## config.mk

```make
export PLATFORM = sky130hd
export DESIGN_NAME = bcd_alarm_unit
export DESIGN_NICKNAME = d
export VERILOG_FILES = /design/src/rtl/bcd_alarm_pkg.sv /design/src/rtl/bcd_alarm_regs.sv /design/src/rtl/bcd_alarm_match.sv /design/src/rtl/bcd_alarm_ctrl.sv /design/src/rtl/bcd_alarm_unit.sv
export SDC_FILE = /design/constraint.sdc
export NUM_CORES = 1
export LEC_CHECK = 0
export ABC_AREA = 1
export BUFFER_PORTS_ARGS = -buffer_cell sky130_fd_sc_hd__buf_2
export CAP_MARGIN = 20
export CORE_MARGIN = 4
export CORE_UTILIZATION = 35
export CTS_BUF_LIST = sky130_fd_sc_hd__clkbuf_4 sky130_fd_sc_hd__clkbuf_8
export CTS_CLUSTER_DIAMETER = 30
export DETAILED_ROUTE_END_ITERATION = 12
export PLACE_DENSITY = 0.56
export SETUP_SLACK_MARGIN = 0.1
export SYNTH_ARGS = -nofsm -noshare
export SYNTH_HDL_FRONTEND = slang
export SYNTH_HIERARCHICAL = 1
export SYNTH_SLANG_ARGS = --single-unit
```

## constraint.sdc

```tcl
create_clock -name clk -period 3.2 [get_ports clk]
set_clock_uncertainty 0.2 [all_clocks]
set_input_delay 0.32 -clock clk [delete_from_list [all_inputs] [get_ports clk]]
set_output_delay 0.32 -clock clk [all_outputs]
set_load 0.01 [all_outputs]
```

## src/rtl/bcd_alarm_pkg.sv

```systemverilog
package bcd_alarm_pkg;
    localparam int unsigned ALM_BYTES  = 6;
    localparam int unsigned ALM_BYTE_W = 8;

    typedef enum logic [0:0] {
        ST_WAIT = 1'b0,
        ST_HOLD = 1'b1
    } alarm_state_e;
endpackage

```

## src/rtl/bcd_alarm_regs.sv

```systemverilog
module bcd_alarm_regs #(
    parameter int unsigned NB = 6,
    parameter int unsigned BW = 8,
    parameter int unsigned AW = 3
) (
    input  logic            clk,
    input  logic            rst_n,
    input  logic            we,
    input  logic [AW-1:0]   waddr,
    input  logic [BW-1:0]   wdata,
    input  logic [AW-1:0]   raddr,
    output logic [BW-1:0]   rdata,
    output logic [NB*BW-1:0] bytes_o
);
    // one storage byte per alarm field; unmapped addresses hit nothing
    for (genvar g = 0; g < NB; g++) begin : g_byte
        logic [BW-1:0] q;
        always_ff @(posedge clk) begin
            if (!rst_n) begin
                q <= '0;
            end else if (we && (waddr == AW'(g))) begin
                q <= wdata;
            end
        end
        assign bytes_o[g*BW +: BW] = q;
    end

    always_comb begin
        rdata = '0;
        for (int i = 0; i < NB; i++) begin
            if (raddr == AW'(i)) begin
                rdata = bytes_o[i*BW +: BW];
            end
        end
    end
endmodule

```

## src/rtl/bcd_alarm_match.sv

```systemverilog
module bcd_alarm_match #(
    parameter int unsigned NB = 6,
    parameter int unsigned BW = 8
) (
    input  logic [NB*BW-1:0] time_i,
    input  logic [NB*BW-1:0] ref_i,
    input  logic [NB-1:0]    en_i,
    output logic             match_all
);
    logic [NB-1:0] hit;

    // a byte left out of the comparison is forced to agree
    for (genvar g = 0; g < NB; g++) begin : g_cmp
        assign hit[g] = ~en_i[g] | (time_i[g*BW +: BW] == ref_i[g*BW +: BW]);
    end

    // an empty mask must not count as a permanent match
    assign match_all = (&hit) & (|en_i);
endmodule

```

## src/rtl/bcd_alarm_ctrl.sv

```systemverilog
module bcd_alarm_ctrl
    import bcd_alarm_pkg::*;
(
    input  logic clk,
    input  logic rst_n,
    input  logic match_all,
    input  logic clr_i,
    output logic fire_o,
    output logic flag_o
);
    alarm_state_e state_q, state_d;
    logic         flag_q;

    // state register
    always_ff @(posedge clk) begin
        if (!rst_n) begin
            state_q <= ST_WAIT;
        end else begin
            state_q <= state_d;
        end
    end

    // transitions and the one-cycle set event
    always_comb begin
        state_d = state_q;
        fire_o  = 1'b0;
        unique case (state_q)
            ST_WAIT: begin
                if (match_all) begin
                    state_d = ST_HOLD;
                    fire_o  = 1'b1;
                end
            end
            ST_HOLD: begin
                if (!match_all) begin
                    state_d = ST_WAIT;
                end
            end
        endcase
    end

    // sticky status: a set event outranks a clear in the same cycle
    always_ff @(posedge clk) begin
        if (!rst_n) begin
            flag_q <= 1'b0;
        end else if (fire_o) begin
            flag_q <= 1'b1;
        end else if (clr_i) begin
            flag_q <= 1'b0;
        end
    end

    assign flag_o = flag_q;
endmodule

```

## src/rtl/bcd_alarm_unit.sv

```systemverilog
module bcd_alarm_unit
    import bcd_alarm_pkg::*;
#(
    parameter int unsigned NB = ALM_BYTES,
    parameter int unsigned BW = ALM_BYTE_W,
    localparam int unsigned AW = (NB > 1) ? $clog2(NB + 1) : 1,
    localparam int unsigned TW = NB * BW
) (
    input  logic          clk,
    input  logic          rst_n,
    input  logic [TW-1:0] time_i,
    input  logic          wr_en,
    input  logic [AW-1:0] wr_addr,
    input  logic [BW-1:0] wr_data,
    input  logic [AW-1:0] rd_addr,
    output logic [BW-1:0] rd_data,
    input  logic [NB-1:0] cmp_en,
    input  logic          irq_en,
    input  logic          clr_wr,
    output logic          alarm_flag,
    output logic          alarm_irq
);
    logic [TW-1:0] ref_bytes;
    logic          match_all;
    logic          fire;

    bcd_alarm_regs #(.NB(NB), .BW(BW), .AW(AW)) regs_i (
        .clk     (clk),
        .rst_n   (rst_n),
        .we      (wr_en),
        .waddr   (wr_addr),
        .wdata   (wr_data),
        .raddr   (rd_addr),
        .rdata   (rd_data),
        .bytes_o (ref_bytes)
    );

    bcd_alarm_match #(.NB(NB), .BW(BW)) match_i (
        .time_i    (time_i),
        .ref_i     (ref_bytes),
        .en_i      (cmp_en),
        .match_all (match_all)
    );

    bcd_alarm_ctrl ctrl_i (
        .clk       (clk),
        .rst_n     (rst_n),
        .match_all (match_all),
        .clr_i     (clr_wr),
        .fire_o    (fire),
        .flag_o    (alarm_flag)
    );

    assign alarm_irq = alarm_flag & irq_en;
endmodule

```

==> metrics.csv <==
stage,metric,value,unit
status,status,completed,
job,timing.max_cap.violations,0,
timing,timing.fmax,0.503,GHz
clocking,hold_buffers,0,
routing,dr_wl_met3,429,um
place,gp_congestion,0.874,
routing,viasPerCell,4.71,
logic_synthesis,avgSynthCellArea,6.36,um^2
timing,finalSetupViolations,0,
pwr,switching_share,0.260,
pwr,internal_power,0.000989,W
setup_path,r2r_end,ctrl_i/flag_o,
clocking,root_buffer,clkbuf_8,
clocking,h-tree-depth,2,
floorplanning,dieWidth,99.6,um
setup_path,endpoint_kind,primary output,
routing,topRoutingLayerUsed,met4,
routing,drc_errors,0,
routing,detailroute.wirelength.met2,4100,um
setup_path,startpoint_type,input port,
clocking,insertion_delay,0.30,ns
routing,first_pass_iters,4,
hold_path,min_to,ctrl_i/flag_o,
pwr,sequentialPowerShare,0.497,
clocking,clockBufferDepth,2,
logic_synthesis,synth_fp_nets,534,
timing,rsz0062_at_grt,no,
global_route,grtUsageTotal,0.180,
cells_and_area,drive_gt1_frac,0.188,
setup_path,worstReg2RegStart,regs_i/g_byte[5].q[2],
hold_path,min_delay_path_depth,4,
hold_path,hp-start,clr_wr,
setup_path,path_class,in -> out,
hold_path,holdCritPathClass,in -> reg,
floorplanning,row_count,33,
clocking,cts_setup_buffers,0,
routing,wire_per_inst,13.5,um
cells_and_area,syn_to_final_growth,20.9,%
timing,fin_setup_tns,0,ns
floorplanning,io_pins,83,
pwr,power.static_leakage,1.62,nW
floorplanning,dieHeight,99.6,um
clocking,clk_pin_slew,0.09,ns
clocking,cts_tree,done,
timing,fin_crit_sh,0.621,
global_route,grt_overflow,0,
pwr,p_sw,0.000348,W
routing,vias,3051,
cells_and_area,diodes,0,
pwr,ir_worst_vdd,0.183,mV
pwr,cellPowerDensity,377,nW/um^2
floorplanning,core-area,8180,um^2
setup_path,reg2reg_slack,1.63,ns
setup_path,worstPathMaxFanout,19,
clocking,clock-sinks,50,
cells_and_area,final_util,0.434,
routing,met1_length,4180,um
setup_path,r2r_cells,11,
cells_and_area,layout.nets,615,
setup_path,arrival,1.47,ns
setup_path,required,2.68,ns
timing,tightest_slew,0.747,ns
clocking,numCtsBuffers,5,
timing,hold_violations,0,
global_route,antenna_found_initial,0,
routing,finalWirelength,8770,um
timing,layout_min_cycle_time,1.99,ns
routing,final_antenna_net_count,0,
floorplanning,die_area,9910,um^2
logic_synthesis,syn-instance-count,461,
logic_synthesis,netlist_area,2930,um^2
global_route,grt_first_pass_wirelength,14000,um
place,io_buffers,82,
floorplanning,initial_core_util,0.359,
pwr,combPwrFrac,0.163,
global_route,grt_max_degree,51,
timing,slew_violations,0,
pwr,p_clk_frac,0.340,
timing,relSlewSlack,0.502,
place,hpwl,7030,um
logic_synthesis,yosysWarnings,6,
global_route,grt_pass1_vias,2796,
clocking,cts-resized-gates,0,
routing,drt-initial-drc-count,180,
metal layers:
layer	vias up	track usage
li1	1606	-
met5	-	0
met1	1365	0.246
met3	6	0.0323
met4	0	0.0315
met2	74	0.299
metrics by stage:
step | setup WS (ns) | hold slack, ns | area (um^2) | total power (W) | instances
finish | 1.21 | 0.0808 | 3550 | 0.00134 | 648
global route | 1.08 | 0.0937 | 3550 | 0.00141 | 648
CTS | 1.23 | 0.0710 | 3550 | 0.00135 | 648
detailed placement | 1.23 | 0.278 | 3430 | 0.000899 | 640
global placement | 1.25 | 0.271 | 3430 | 0.000895 | 640
floorplan | 1.64 | 0.218 | 2930 | 0.000802 | 461
how the worst max path moves through the flow:
| stage | startpoint | to | slack [ns] | cells past startpoint |
|---|---|---|---|---|
| global route | rd_addr[2] | rd_data[3] | 1.08 | 7 |
| detailed placement | rd_addr[0] | rd_data[4] | 1.23 | 6 |
| CTS | rd_addr[2] | rd_data[6] | 1.23 | 7 |
| global placement | rd_addr[0] | rd_data[7] | 1.25 | 6 |
| finish | rd_addr[2] | rd_data[7] | 1.21 | 7 |
| floorplan | rd_addr[0] | rd_data[0] | 1.64 | 6 |
layout by cell type, fill, tap and decap left out, drive strengths merged:
cell and n:
clkbuf 7, nand3 12, o21ai 48, nor2 118, nor3 4, nand4 16
xnor2 37, dfxtp 50, inv 49, buf 82, bufinv 1, nand2 109
a21oi 10
worst max-delay path: stages:
cell,delay (ns)
buf_2,0.13
inv_2,0.26
nand3_1,0.29
nor2_1,0.17
nor2_1,0.06
nand4_1,0.09
buf_2,0.15
sequential cells by signal, indices dropped and copies added, names as in the netlist:
signal,flops
ctrl_i/state_q,1
ctrl_i/flag_o,1
regs_i/g_byte.q,48
power groups by stage:
stage                     clock, W  sequential (W)  combinational, W
after floorplan                  0        0.000672          0.000130
after global placement           0        0.000680          0.000215
after detailed placement         0        0.000680          0.000219
after CTS                 0.000465        0.000665          0.000220
after global routing      0.000493        0.000668          0.000248
final                     0.000455        0.000665          0.000218
layout make-up:
type,count,area [um^2]
clock buffers,7,83.8
clock inverters,1,30.0
fillers,905,4630
inverters,49,184
multi-input cells,354,1710
flip-flops and latches,50,1000
well taps,105,131
repair buffers,82,410
Power figures use the tool's default switching activity.
